==> src/rtl/fcd_pkg.sv <==
package fcd_pkg;

  typedef enum logic [1:0] {RM_ARRAY, RM_IDENT, RM_STATUS} readMode_t;

  typedef enum logic [1:0] {SEQ_IDLE, SEQ_ERASE, SEQ_WRITE} seqState_t;

  typedef struct packed {
    logic startErase;
    logic startWrite;
    logic suspend;
    logic resume;
    logic seqErr;
    logic protErr;
    logic clrErr;
  } fcdStrobe_t;

  localparam logic [7:0] CMD_READ_ARRAY  = 8'hFF;
  localparam logic [7:0] CMD_READ_IDENT  = 8'h90;
  localparam logic [7:0] CMD_READ_STATUS = 8'h70;
  localparam logic [7:0] CMD_CLR_STATUS  = 8'h50;
  localparam logic [7:0] CMD_ERASE_SETUP = 8'h20;
  localparam logic [7:0] CMD_WRITE_SETA  = 8'h40;
  localparam logic [7:0] CMD_WRITE_SETB  = 8'h10;
  localparam logic [7:0] CMD_SUSPEND     = 8'hB0;
  localparam logic [7:0] CMD_CONFIRM     = 8'hD0;

  localparam int ST_READY     = 7;
  localparam int ST_ERASE_SUS = 6;
  localparam int ST_ERASE_ERR = 5;
  localparam int ST_WRITE_ERR = 4;
  localparam int ST_WRITE_SUS = 2;
  localparam int ST_PROT_ERR  = 1;

endpackage

==> src/rtl/fcd_ctrl.sv <==
module fcd_ctrl
  import fcd_pkg::*;
(
  input  logic       clk,
  input  logic       rstN,
  input  logic       wrStb,
  input  logic [7:0] wrData,
  input  logic       engBusy,
  input  logic       suspActive,
  input  logic       bootHit,
  input  logic       protAllow,
  output fcdStrobe_t strobe,
  output readMode_t  readMode
);

  seqState_t state, nextState;
  readMode_t nextMode;
  logic      refuse;

  assign refuse = bootHit && !protAllow;

  always_comb begin
    strobe    = '0;
    nextState = state;
    nextMode  = readMode;
    if (wrStb) begin
      unique case (state)
        SEQ_IDLE: begin
          unique case (wrData)
            CMD_READ_ARRAY:  nextMode = RM_ARRAY;
            CMD_READ_IDENT:  nextMode = RM_IDENT;
            CMD_READ_STATUS: nextMode = RM_STATUS;
            CMD_CLR_STATUS:  strobe.clrErr = 1'b1;
            CMD_ERASE_SETUP: begin
              if (!engBusy) begin
                nextState = SEQ_ERASE;
                nextMode  = RM_STATUS;
              end
            end
            CMD_WRITE_SETA, CMD_WRITE_SETB: begin
              if (!engBusy) begin
                nextState = SEQ_WRITE;
                nextMode  = RM_STATUS;
              end
            end
            CMD_SUSPEND: begin
              if (engBusy && !suspActive) begin
                strobe.suspend = 1'b1;
                nextMode       = RM_STATUS;
              end
            end
            CMD_CONFIRM: begin
              if (suspActive) begin
                strobe.resume = 1'b1;
                nextMode      = RM_STATUS;
              end
            end
            default: ;
          endcase
        end
        SEQ_ERASE: begin
          nextState = SEQ_IDLE;
          nextMode  = RM_STATUS;
          if (wrData == CMD_CONFIRM) begin
            if (refuse) strobe.protErr = 1'b1;
            else        strobe.startErase = 1'b1;
          end else begin
            strobe.seqErr = 1'b1;
          end
        end
        SEQ_WRITE: begin
          nextState = SEQ_IDLE;
          nextMode  = RM_STATUS;
          if (refuse) strobe.protErr = 1'b1;
          else        strobe.startWrite = 1'b1;
        end
        default: nextState = SEQ_IDLE;
      endcase
    end
  end

  always_ff @(posedge clk) begin
    if (!rstN) begin
      state    <= SEQ_IDLE;
      readMode <= RM_ARRAY;
    end else begin
      state    <= nextState;
      readMode <= nextMode;
    end
  end

  AST_SEQ_MISMATCH: assert property (@(posedge clk) disable iff (!rstN)
    (state == SEQ_ERASE && wrStb && wrData != CMD_CONFIRM) |=> (readMode == RM_STATUS && state == SEQ_IDLE));

  AST_SETUP_BUSY_IGNORED: assert property (@(posedge clk) disable iff (!rstN)
    (state == SEQ_IDLE && wrStb && engBusy &&
     (wrData == CMD_ERASE_SETUP || wrData == CMD_WRITE_SETA || wrData == CMD_WRITE_SETB))
    |=> state == SEQ_IDLE);

endmodule

==> src/rtl/fcd_dpath.sv <==
module fcd_dpath
  import fcd_pkg::*;
#(
  parameter int         ADDR_W   = 16,
  parameter int         BOOT_AW  = 12,
  parameter logic [7:0] MFR_CODE = 8'h5A,
  parameter logic [7:0] DEV_CODE = 8'h3C
) (
  input  logic              clk,
  input  logic              rstN,
  input  fcdStrobe_t        strobe,
  input  readMode_t         readMode,
  input  logic [ADDR_W-1:0] wrAddr,
  input  logic [7:0]        wrData,
  input  logic [ADDR_W-1:0] rdAddr,
  input  logic [7:0]        arrayData,
  input  logic              wpHigh,
  input  logic              rpHv,
  input  logic              engBusy,
  output logic              bootHit,
  output logic              protAllow,
  output logic              suspActive,
  output logic              engStartErase,
  output logic              engStartWrite,
  output logic              engSuspendReq,
  output logic              engResumeReq,
  output logic [ADDR_W-1:0] engAddr,
  output logic [7:0]        engData,
  output logic [7:0]        rdData,
  output logic [7:0]        statusWord
);

  localparam int TAG_W = ADDR_W - BOOT_AW;

  logic eraseSus, writeSus, eraseErr, writeErr, protErr, opIsErase;
  logic engBootHit;

  assign bootHit    = (wrAddr[ADDR_W-1 -: TAG_W] == '0);
  assign engBootHit = (engAddr[ADDR_W-1 -: TAG_W] == '0);
  assign protAllow  = wpHigh || rpHv;
  assign suspActive = eraseSus || writeSus;

  always_ff @(posedge clk) begin
    if (!rstN) begin
      engStartErase <= 1'b0;
      engStartWrite <= 1'b0;
      engSuspendReq <= 1'b0;
      engResumeReq  <= 1'b0;
      engAddr       <= '0;
      engData       <= '0;
      opIsErase     <= 1'b0;
    end else begin
      engStartErase <= strobe.startErase;
      engStartWrite <= strobe.startWrite;
      engSuspendReq <= strobe.suspend;
      engResumeReq  <= strobe.resume;
      if (strobe.startErase || strobe.startWrite) begin
        engAddr   <= wrAddr;
        engData   <= wrData;
        opIsErase <= strobe.startErase;
      end
    end
  end

  always_ff @(posedge clk) begin
    if (!rstN) begin
      eraseSus <= 1'b0;
      writeSus <= 1'b0;
      eraseErr <= 1'b0;
      writeErr <= 1'b0;
      protErr  <= 1'b0;
    end else begin
      if (strobe.suspend) begin
        if (opIsErase) eraseSus <= 1'b1;
        else           writeSus <= 1'b1;
      end else if (strobe.resume) begin
        eraseSus <= 1'b0;
        writeSus <= 1'b0;
      end
      if (strobe.clrErr) begin
        eraseErr <= 1'b0;
        writeErr <= 1'b0;
        protErr  <= 1'b0;
      end else begin
        if (strobe.seqErr) begin
          eraseErr <= 1'b1;
          writeErr <= 1'b1;
        end
        if (strobe.protErr) protErr <= 1'b1;
      end
    end
  end

  always_comb begin
    statusWord               = '0;
    statusWord[ST_READY]     = !engBusy;
    statusWord[ST_ERASE_SUS] = eraseSus;
    statusWord[ST_ERASE_ERR] = eraseErr;
    statusWord[ST_WRITE_ERR] = writeErr;
    statusWord[ST_WRITE_SUS] = writeSus;
    statusWord[ST_PROT_ERR]  = protErr;
  end

  always_comb begin
    if (engBusy || readMode == RM_STATUS) rdData = statusWord;
    else if (readMode == RM_IDENT)        rdData = rdAddr[0] ? DEV_CODE : MFR_CODE;
    else                                  rdData = arrayData;
  end

  AST_START_EXCLUSIVE: assert property (@(posedge clk) disable iff (!rstN)
    !(engStartErase && engStartWrite));

  AST_BOOT_LOCKED: assert property (@(posedge clk) disable iff (!rstN)
    (engStartErase || engStartWrite) |-> (!engBootHit || $past(protAllow)));

  AST_RESUME_AFTER_SUSPEND: assert property (@(posedge clk) disable iff (!rstN)
    engResumeReq |-> $past(suspActive));

  AST_SUSPEND_FLAGS_EXCL: assert property (@(posedge clk) disable iff (!rstN)
    !(eraseSus && writeSus));

  AST_CLEAR_ERRORS: assert property (@(posedge clk) disable iff (!rstN)
    $past(strobe.clrErr) |-> (!eraseErr && !writeErr && !protErr));

endmodule

==> src/rtl/fcd_top.sv <==
module fcd_top
  import fcd_pkg::*;
#(
  parameter int         ADDR_W   = 16,
  parameter int         BOOT_AW  = 12,
  parameter logic [7:0] MFR_CODE = 8'h5A,
  parameter logic [7:0] DEV_CODE = 8'h3C
) (
  input  logic              clk,
  input  logic              rstN,
  input  logic              wrStb,
  input  logic [ADDR_W-1:0] wrAddr,
  input  logic [7:0]        wrData,
  input  logic [ADDR_W-1:0] rdAddr,
  output logic [7:0]        rdData,
  input  logic [7:0]        arrayData,
  input  logic              wpHigh,
  input  logic              rpHv,
  input  logic              engBusy,
  output logic              engStartErase,
  output logic              engStartWrite,
  output logic              engSuspendReq,
  output logic              engResumeReq,
  output logic [ADDR_W-1:0] engAddr,
  output logic [7:0]        engData,
  output logic [7:0]        statusOut
);

  fcdStrobe_t strobe;
  readMode_t  readMode;
  logic       bootHit, protAllow, suspActive;

  fcd_ctrl u_ctrl (
    .clk        (clk),
    .rstN       (rstN),
    .wrStb      (wrStb),
    .wrData     (wrData),
    .engBusy    (engBusy),
    .suspActive (suspActive),
    .bootHit    (bootHit),
    .protAllow  (protAllow),
    .strobe     (strobe),
    .readMode   (readMode)
  );

  fcd_dpath #(
    .ADDR_W   (ADDR_W),
    .BOOT_AW  (BOOT_AW),
    .MFR_CODE (MFR_CODE),
    .DEV_CODE (DEV_CODE)
  ) u_dpath (
    .clk           (clk),
    .rstN          (rstN),
    .strobe        (strobe),
    .readMode      (readMode),
    .wrAddr        (wrAddr),
    .wrData        (wrData),
    .rdAddr        (rdAddr),
    .arrayData     (arrayData),
    .wpHigh        (wpHigh),
    .rpHv          (rpHv),
    .engBusy       (engBusy),
    .bootHit       (bootHit),
    .protAllow     (protAllow),
    .suspActive    (suspActive),
    .engStartErase (engStartErase),
    .engStartWrite (engStartWrite),
    .engSuspendReq (engSuspendReq),
    .engResumeReq  (engResumeReq),
    .engAddr       (engAddr),
    .engData       (engData),
    .rdData        (rdData),
    .statusWord    (statusOut)
  );

endmodule

==> config.mk <==
export PLATFORM = sky130hd
export DESIGN_NAME = fcd_top
export DESIGN_NICKNAME = d
export VERILOG_FILES = /design/src/rtl/fcd_pkg.sv /design/src/rtl/fcd_ctrl.sv /design/src/rtl/fcd_dpath.sv /design/src/rtl/fcd_top.sv
export SDC_FILE = /design/constraint.sdc
export NUM_CORES = 1
export LEC_CHECK = 0
export BUFFER_PORTS_ARGS = -buffer_cell sky130_fd_sc_hd__buf_4
export CAP_MARGIN = 25
export CORE_AREA = 2 2 70 72
export DETAILED_ROUTE_END_ITERATION = 12
export DIE_AREA = 0 0 72 74
export PLACE_DENSITY = 0.76
export SLEW_MARGIN = 20
export SYNTH_ARGS = -nofsm -noshare
export SYNTH_HDL_FRONTEND = slang
export SYNTH_HIERARCHICAL = 1
export SYNTH_SLANG_ARGS = --single-unit
export TNS_END_PERCENT = 30
==> constraint.sdc <==
create_clock -name clk -period 2.3 [get_ports clk]
set_input_delay 0.46 -clock clk [delete_from_list [all_inputs] [get_ports clk]]
set_output_delay 0.46 -clock clk [all_outputs]
set_load 0.02 [all_outputs]
==> metrics, run 1 <==
switch share=0.2225; FP Rows=25; GP Congestion=0.8486; DRC=0; clock power share=0.416; Routed Antenna Nets=0; Synth top area share=0.3709; worst min path class=in -> reg; Initial Util=0.4343; Setup WS post-layout=84.46 ps; post-synth top area cell=dfxtp_1; final instance area=2715 sq um; grt ovf=0; Req. time, crit path=1840 ps; Rel. slew slack=0.3909; final std cells w/o fill=378; routed vias=1882; TritonCTS clock tree=built; # Post-CTS Setup Buffers=0; Sink Count=37; Hold Vio Cnt, Final=0; hold path startpoint=wrAddr[10]; placed cells=370; Synth warnings=6; top cells by area, synth=dfxtp_1 37%, nand2_1 11%, a21boi_1 7.5%; clk slew on worst S/H paths=80 ps; Worst Path Arrival=1760 ps; DIE AREA=5328 sq um; Post-synth top cells=58 x nand2_1, 37 x dfxtp_1, 20 x a21boi_1; R2R setup slack=300 ps; leak pwr=1.187 nW; Max H-tree Level=2; post-synthesis register bit count=37; FF-to-FF End=u_dpath/engData[2]$_SDFFE_PN0P_; final core utilization=0.5905; Critical Path Fanout Max=13; largest net degree at the start of global routing=37; Die Wd=72 microns; fin crit share=0.9633; post-synthesis cell count=249; Routed WL=4582 microns; routed length per instance=12.12 microns; Max IR drop VDD=0.0002833 V; vias per cell=4.979; first-pass GRT wire length=7555 microns; Syn-to-layout area delta=35.96%; Worst Clk Skew=5.302 ps; initial antenna violation count=0; switching power=0.3102 mW; Main synth FF type=dfxtp_1; RSZ-0062 raised after global routing=false; # diodes=0; GRT Total Usage=0.1788; Worst Hold End=u_dpath/engAddr[10]$_SDFFE_PN0P_; worst hold margin=420.3 ps; asr flop ratio synth=0; Final setup viols=0; worst slew pin tran=912.6 ps; Reg power frac=0.461; Fmax=451.4 MHz; Placed Instance Area=2595 sq um; Die Span Y=74 microns; CTS Hold Buffers Added=0; setup total negative slack=0 ps; Post-Syn Area=1997 sq um; critical path type=reg -> out; post-synth cell types=48; Hold Path Stages=3; most common cell in the synthesized netlist=nand2_1; dpl hpwl=3407 microns; PostCTS Resize Cnt=0; status=finished, final reports clean; Port Buf Inserts=80; register area share after synthesis=0.3709; initial DRC count=78; core area=4598 sq um; fin crit period=2216 ps; launching point of the worst reg2reg path=u_ctrl/state[1]$_SDFFE_PN0P_; vias in the first global route=1726; crit end category=primary output; clock root buffer=clkbuf_8; Tot Pwr=1.394 mW; worst r2r path cells=7; EDFF count, synth=0; Power Dens Cells=513.3 nW/um^2; max-cap violations=0; Initial DRT Pass Iterations=4; Layout Nets=380; CP Launch Type=register; combinational power share=0.123; share of layout cells above drive strength 1=0.3272; CTS buffer count=5; worst slack, placed=-97.88 ps; Final Max Tran Viols=0; Syn Area/Cell=8.020 sq um; Ports=98; Int Pwr=1.084 mW; worst-case clock buffer depth=2; Clock Latency Late Sink=280 ps
-- final cells by class --
| cell class | count | area (sq um) |
|---|---|---|
| inverter | 11 | 41.29 |
| clock buffer | 6 | 82.58 |
| clock inverter | 2 | 37.54 |
| timing repair buffer | 87 | 665.6 |
| fill | 455 | 1883 |
| tap | 54 | 67.56 |
| sequential | 37 | 740.7 |
| multi-input combinational | 181 | 1080 |
-- metal layers --
metal  vias up  wire length, microns  track usage
met3         2                   257      0.05556
met2        52                  2247       0.3086
met4         0                    23      0.04612
met5         -                     0            0
li1        973                     -            -
met1       855                  2052       0.2184
-- power by group through the flow --
stage	sequential, mW	clock [mW]	combinational (mW)
detailed placement	0.657	0	0.171
finish	0.643	0.580	0.171
global placement	0.657	0	0.171
global route	0.643	0.633	0.187
floorplan	0.657	0	0.0859
CTS	0.642	0.602	0.172
-- worst max-delay path by stage --
stage,startpoint,end
after global routing,u_ctrl/readMode[1]$_SDFFE_PN0P_,rdData[6]
final,u_ctrl/readMode[1]$_SDFFE_PN0P_,rdData[1]
after detailed placement,rpHv,u_dpath/engData[2]$_SDFFE_PN0P_
after floorplan,wrData[0],u_dpath/engAddr[10]$_SDFFE_PN0P_
after global placement,rpHv,u_dpath/engData[1]$_SDFFE_PN0P_
after CTS,u_ctrl/readMode[1]$_SDFFE_PN0P_,rdData[6]
-- registers in the layout, summed over array words and instances, names as in the netlist --
name                   cells
u_dpath/protErr            1
u_dpath/engStartWrite      1
u_ctrl/state               2
u_dpath/engData            8
u_dpath/engStartErase      1
u_dpath/engSuspendReq      1
u_ctrl/readMode            2
u_dpath/eraseSus           1
u_dpath/opIsErase          1
u_dpath/engAddr           16
u_dpath/engResumeReq       1
u_dpath/writeErr           1
u_dpath/writeSus           1
-- kinds of logic after synthesis --
family | after synthesis | share of synthesized area
buf+inv | 32 | 0.09022
fa+ha+maj | 3 | 0.01880
simple gates | 113 | 0.2769
xor+xnor | 4 | 0.01755
compound gates | 55 | 0.2036
flops | 37 | 0.3709
other cells | 1 | 0.001878
mux | 4 | 0.02005
-- cell usage in the layout (no fill, tap or decap), drive strengths merged, types with 4 or more instances in the layout --
cell type  instances
nor2              14
nor2b              4
mux2i              4
o21ai              8
nand2b             4
a21oi              6
inv               11
buf               87
clkbuf             6
and2               4
a21boi            26
dfxtp             37
nor3b              4
nand2             58
nor3               4
-- critical path: stages (launching register included) --
cell and delay [ps]:
dfxtp_1 640, inv_2 100, o211a_1 250, o32a_1 320, buf_4 160
Note: power is estimated with default switching activity, not from simulation.
==> run 2: changes to the inputs <==
--- a/config.mk
+++ b/config.mk
@@ -7,9 +7,9 @@
 export LEC_CHECK = 0
 export BUFFER_PORTS_ARGS = -buffer_cell sky130_fd_sc_hd__buf_4
 export CAP_MARGIN = 25
-export CORE_AREA = 2 2 70 72
+export CORE_AREA = 2 2 80 63
 export DETAILED_ROUTE_END_ITERATION = 12
-export DIE_AREA = 0 0 72 74
+export DIE_AREA = 0 0 82 65
 export PLACE_DENSITY = 0.76
 export SLEW_MARGIN = 20
 export SYNTH_ARGS = -nofsm -noshare
==> run 2 against run 1 <==
Against the previous run: count of clock-buffer cells in the layout grew 1; setup slack gained 110 ps; first-iteration DRC count grew 17%; total power fell by 9.2%; final cell count rose by 2.1%; critical path depth rose by 1; combinational power about the same; sequential share of layout area about the same; cell area down 0.14%; worst hold slack improved by 4.8 ps; global-route usage rose by 0.86 points; via count increased by 1.2%; critical endpoint unchanged.
==> metrics, run 2 (synthesis results as in run 1) <==
fin crit period=2106 ps (-109.6 ps); CP Launch Type=register; worst slew pin tran=938.4 ps (+25.72 ps); register area=740.7 sq um (unchanged); share of layout cells above drive strength 1=0.3282 (+0.001060); routed length per instance=12.02 microns (-0.88%); max FFs per register=16 (unchanged); routed vias=1905 (+1.2%); clock root buffer=clkbuf_8; crit end category=primary output; DIE AREA=5330 sq um (about the same); placed cells=379 (+2.4%); clock power share=0.357 (-0.059); Req. time, crit path=1840 ps (about the same); Port Buf Inserts=80 (unchanged); dpl hpwl=3525 microns (+3.5%); Worst Hold End=u_dpath/engAddr[4]$_SDFFE_PN0P_; Rel. slew slack=0.3738 (-0.01716); Critical Path Fanout Max=7 (-6); Routed Antenna Nets=0 (unchanged); hold path startpoint=wrAddr[4]; Initial Util=0.4318 (-0.002468); cell repeated most along the worst path=buf_4; final std cells w/o fill=386 (+2.1%); most flop-heavy register=u_dpath/engAddr; Layout Nets=383 (+0.79%); switch share=0.2345 (+0.01195); worst min path class=in -> reg; Hold Path Stages=3 (unchanged); FP Rows=22 (-12%); Fmax=474.9 MHz (+5.2%); worst r2r path cells=7 (unchanged); fin crit share=0.9156 (-0.04766); Hold Vio Cnt, Final=0 (unchanged); Final setup viols=0 (unchanged); vias per cell=4.935 (-0.88%); most frequent cells in the layout=89 x buf_4, 58 x nand2_1, 37 x dfxtp_1, 20 x a21boi_1, 13 x nor2_1; Max IR drop VDD=0.0003441 V (+21%); Final Max Tran Viols=0 (unchanged); launching point of the worst reg2reg path=u_ctrl/state[1]$_SDFFE_PN0P_; most common cell after layout, fill and taps aside=buf_4; Worst Clk Skew=8.657 ps (+3.355 ps); slowest stage delay, CP=380 ps (-260 ps); GRT Total Usage=0.1874 (+0.008594); leak pwr=1.190 nW (+0.32%); core area=4624 sq um (+0.57%); Max H-tree Level=2 (unchanged); initial antenna violation count=0 (unchanged); footprint of the multi-input gates=1080 sq um (unchanged); GP Congestion=0.8933 (+5.3%); first-pass GRT wire length=7762 microns (+2.7%); critical path type=reg -> out; combinational power share=0.136 (+0.013); Routed WL=4638 microns (+1.2%); # fillers=458 (+0.66%); vias in the first global route=1824 (+5.7%); Syn-to-layout area delta=35.78%; Tot Pwr=1.266 mW (-9.2%); Die Span Y=65 microns (-12%); Int Pwr=0.9691 mW (-11%); status=finished, final reports clean; Power Dens Cells=466.9 nW/um^2 (-9.0%); FF-to-FF End=u_dpath/engData[3]$_SDFFE_PN0P_; Ports=98 (unchanged); clk slew on worst S/H paths=70 ps (about the same); Sink Count=37 (unchanged); Reg power frac=0.507 (+0.046); Critical-path top delay cell=dfxtp_1; grt ovf=0 (unchanged); DRC=0 (unchanged); RSZ-0062 raised after global routing=false; # Post-CTS Setup Buffers=0 (unchanged); Worst Path Arrival=1650 ps (-110 ps); Initial DRT Pass Iterations=4 (unchanged); PostCTS Resize Cnt=0 (unchanged); CTS buffer count=5 (unchanged); Die Wd=82 microns (+14%); Clock Latency Late Sink=290 ps (about the same); initial DRC count=91 (+17%); R2R setup slack=300 ps (about the same); # diodes=0 (unchanged); crit-path cells=buf_4 -> nand2b_1 -> o211a_1 -> o32a_1 -> buf_4; worst-case clock buffer depth=2 (unchanged); largest registers=u_dpath/engAddr x16, u_dpath/engData x8; CTS Hold Buffers Added=0 (unchanged); TritonCTS clock tree=built; largest net degree at the start of global routing=37 (unchanged); max-cap violations=0 (unchanged); switching power=0.2968 mW (-4.3%)
[run 2: changes by cell type in the layout (fill, tap and decap cells not counted), sizes merged]
cell and delta:
clkbuf +1, bufinv -1, buf +3, clkinvlp -1
[run 2: cell type report]
| cell class | instances | area share |
|---|---|---|
| Inverter | 11 | 0.01523 |
| Timing Repair Buffer | 90 | 0.2538 |
| Tap cell | 60 | 0.02769 |
| Sequential cell | 37 | 0.2732 |
| Clock buffer | 7 | 0.03184 |
| Multi-Input combinational cell | 181 | 0.3982 |
[run 2: power groups by stage]
stage | registers, mW | clock network, mW | logic, mW
after floorplan | 0.657 | 0 | 0.0859
after global routing | 0.642 | 0.497 | 0.188
after global placement | 0.657 | 0 | 0.170
after CTS | 0.642 | 0.468 | 0.174
final | 0.642 | 0.451 | 0.172
after detailed placement | 0.657 | 0 | 0.173
[run 2: worst max-delay path by stage]
| stage | start | to | cells past startpoint |
|---|---|---|---|
| 2_1_floorplan | wrData[0] | u_dpath/engAddr[10]$_SDFFE_PN0P_ | 8 |
| 3_3_place_gp | rpHv | u_dpath/engData[0]$_SDFFE_PN0P_ | 7 |
| 3_5_place_dp | rpHv | u_dpath/engData[3]$_SDFFE_PN0P_ | 7 |
| 4_1_cts | u_ctrl/readMode[1]$_SDFFE_PN0P_ | rdData[1] | 5 |
| 5_1_grt | rpHv | u_dpath/engAddr[7]$_SDFFE_PN0P_ | 7 |
| 6_report | u_ctrl/readMode[1]$_SDFFE_PN0P_ | rdData[1] | 5 |
[run 2: metal layers]
metal / track usage / vias up / share of wire / wire length (microns)
met1: 0.2308 / 857 / 0.47 / 2202
met4: 0.06875 / 0 / 0.014 / 64
met2: 0.3100 / 59 / 0.44 / 2026
met3: 0.05153 / 8 / 0.074 / 344
li1: - / 981 / - / -
met5: 0 / - / 0 / 0
[run 2: per-stage QoR]
stage	instance area, sq um	hold slack [ps]	setup TNS, ps	utilization	setup WS, ps
after floorplan	2001	447.7	0	-	151.3
after global placement	2625	437.7	-1157	0.5676	-63.68
after detailed placement	2625	446.6	-714.9	0.5676	-82.67
after CTS	2711	414.4	0	0.5863	191.9
after global routing	2711	417.1	0	0.5863	21.39
final	2711	425.0	0	0.5863	194.1
[run 2: worst max-delay path: cells and delay by family, from the launching register on]
| family | cells | cell delay [ps] |
|---|---|---|
| buffers and inverters | 2 | 350 |
| flip-flops | 1 | 380 |
| AO/OA/AOI/OAI | 2 | 450 |
| AND/OR/NAND/NOR | 1 | 160 |
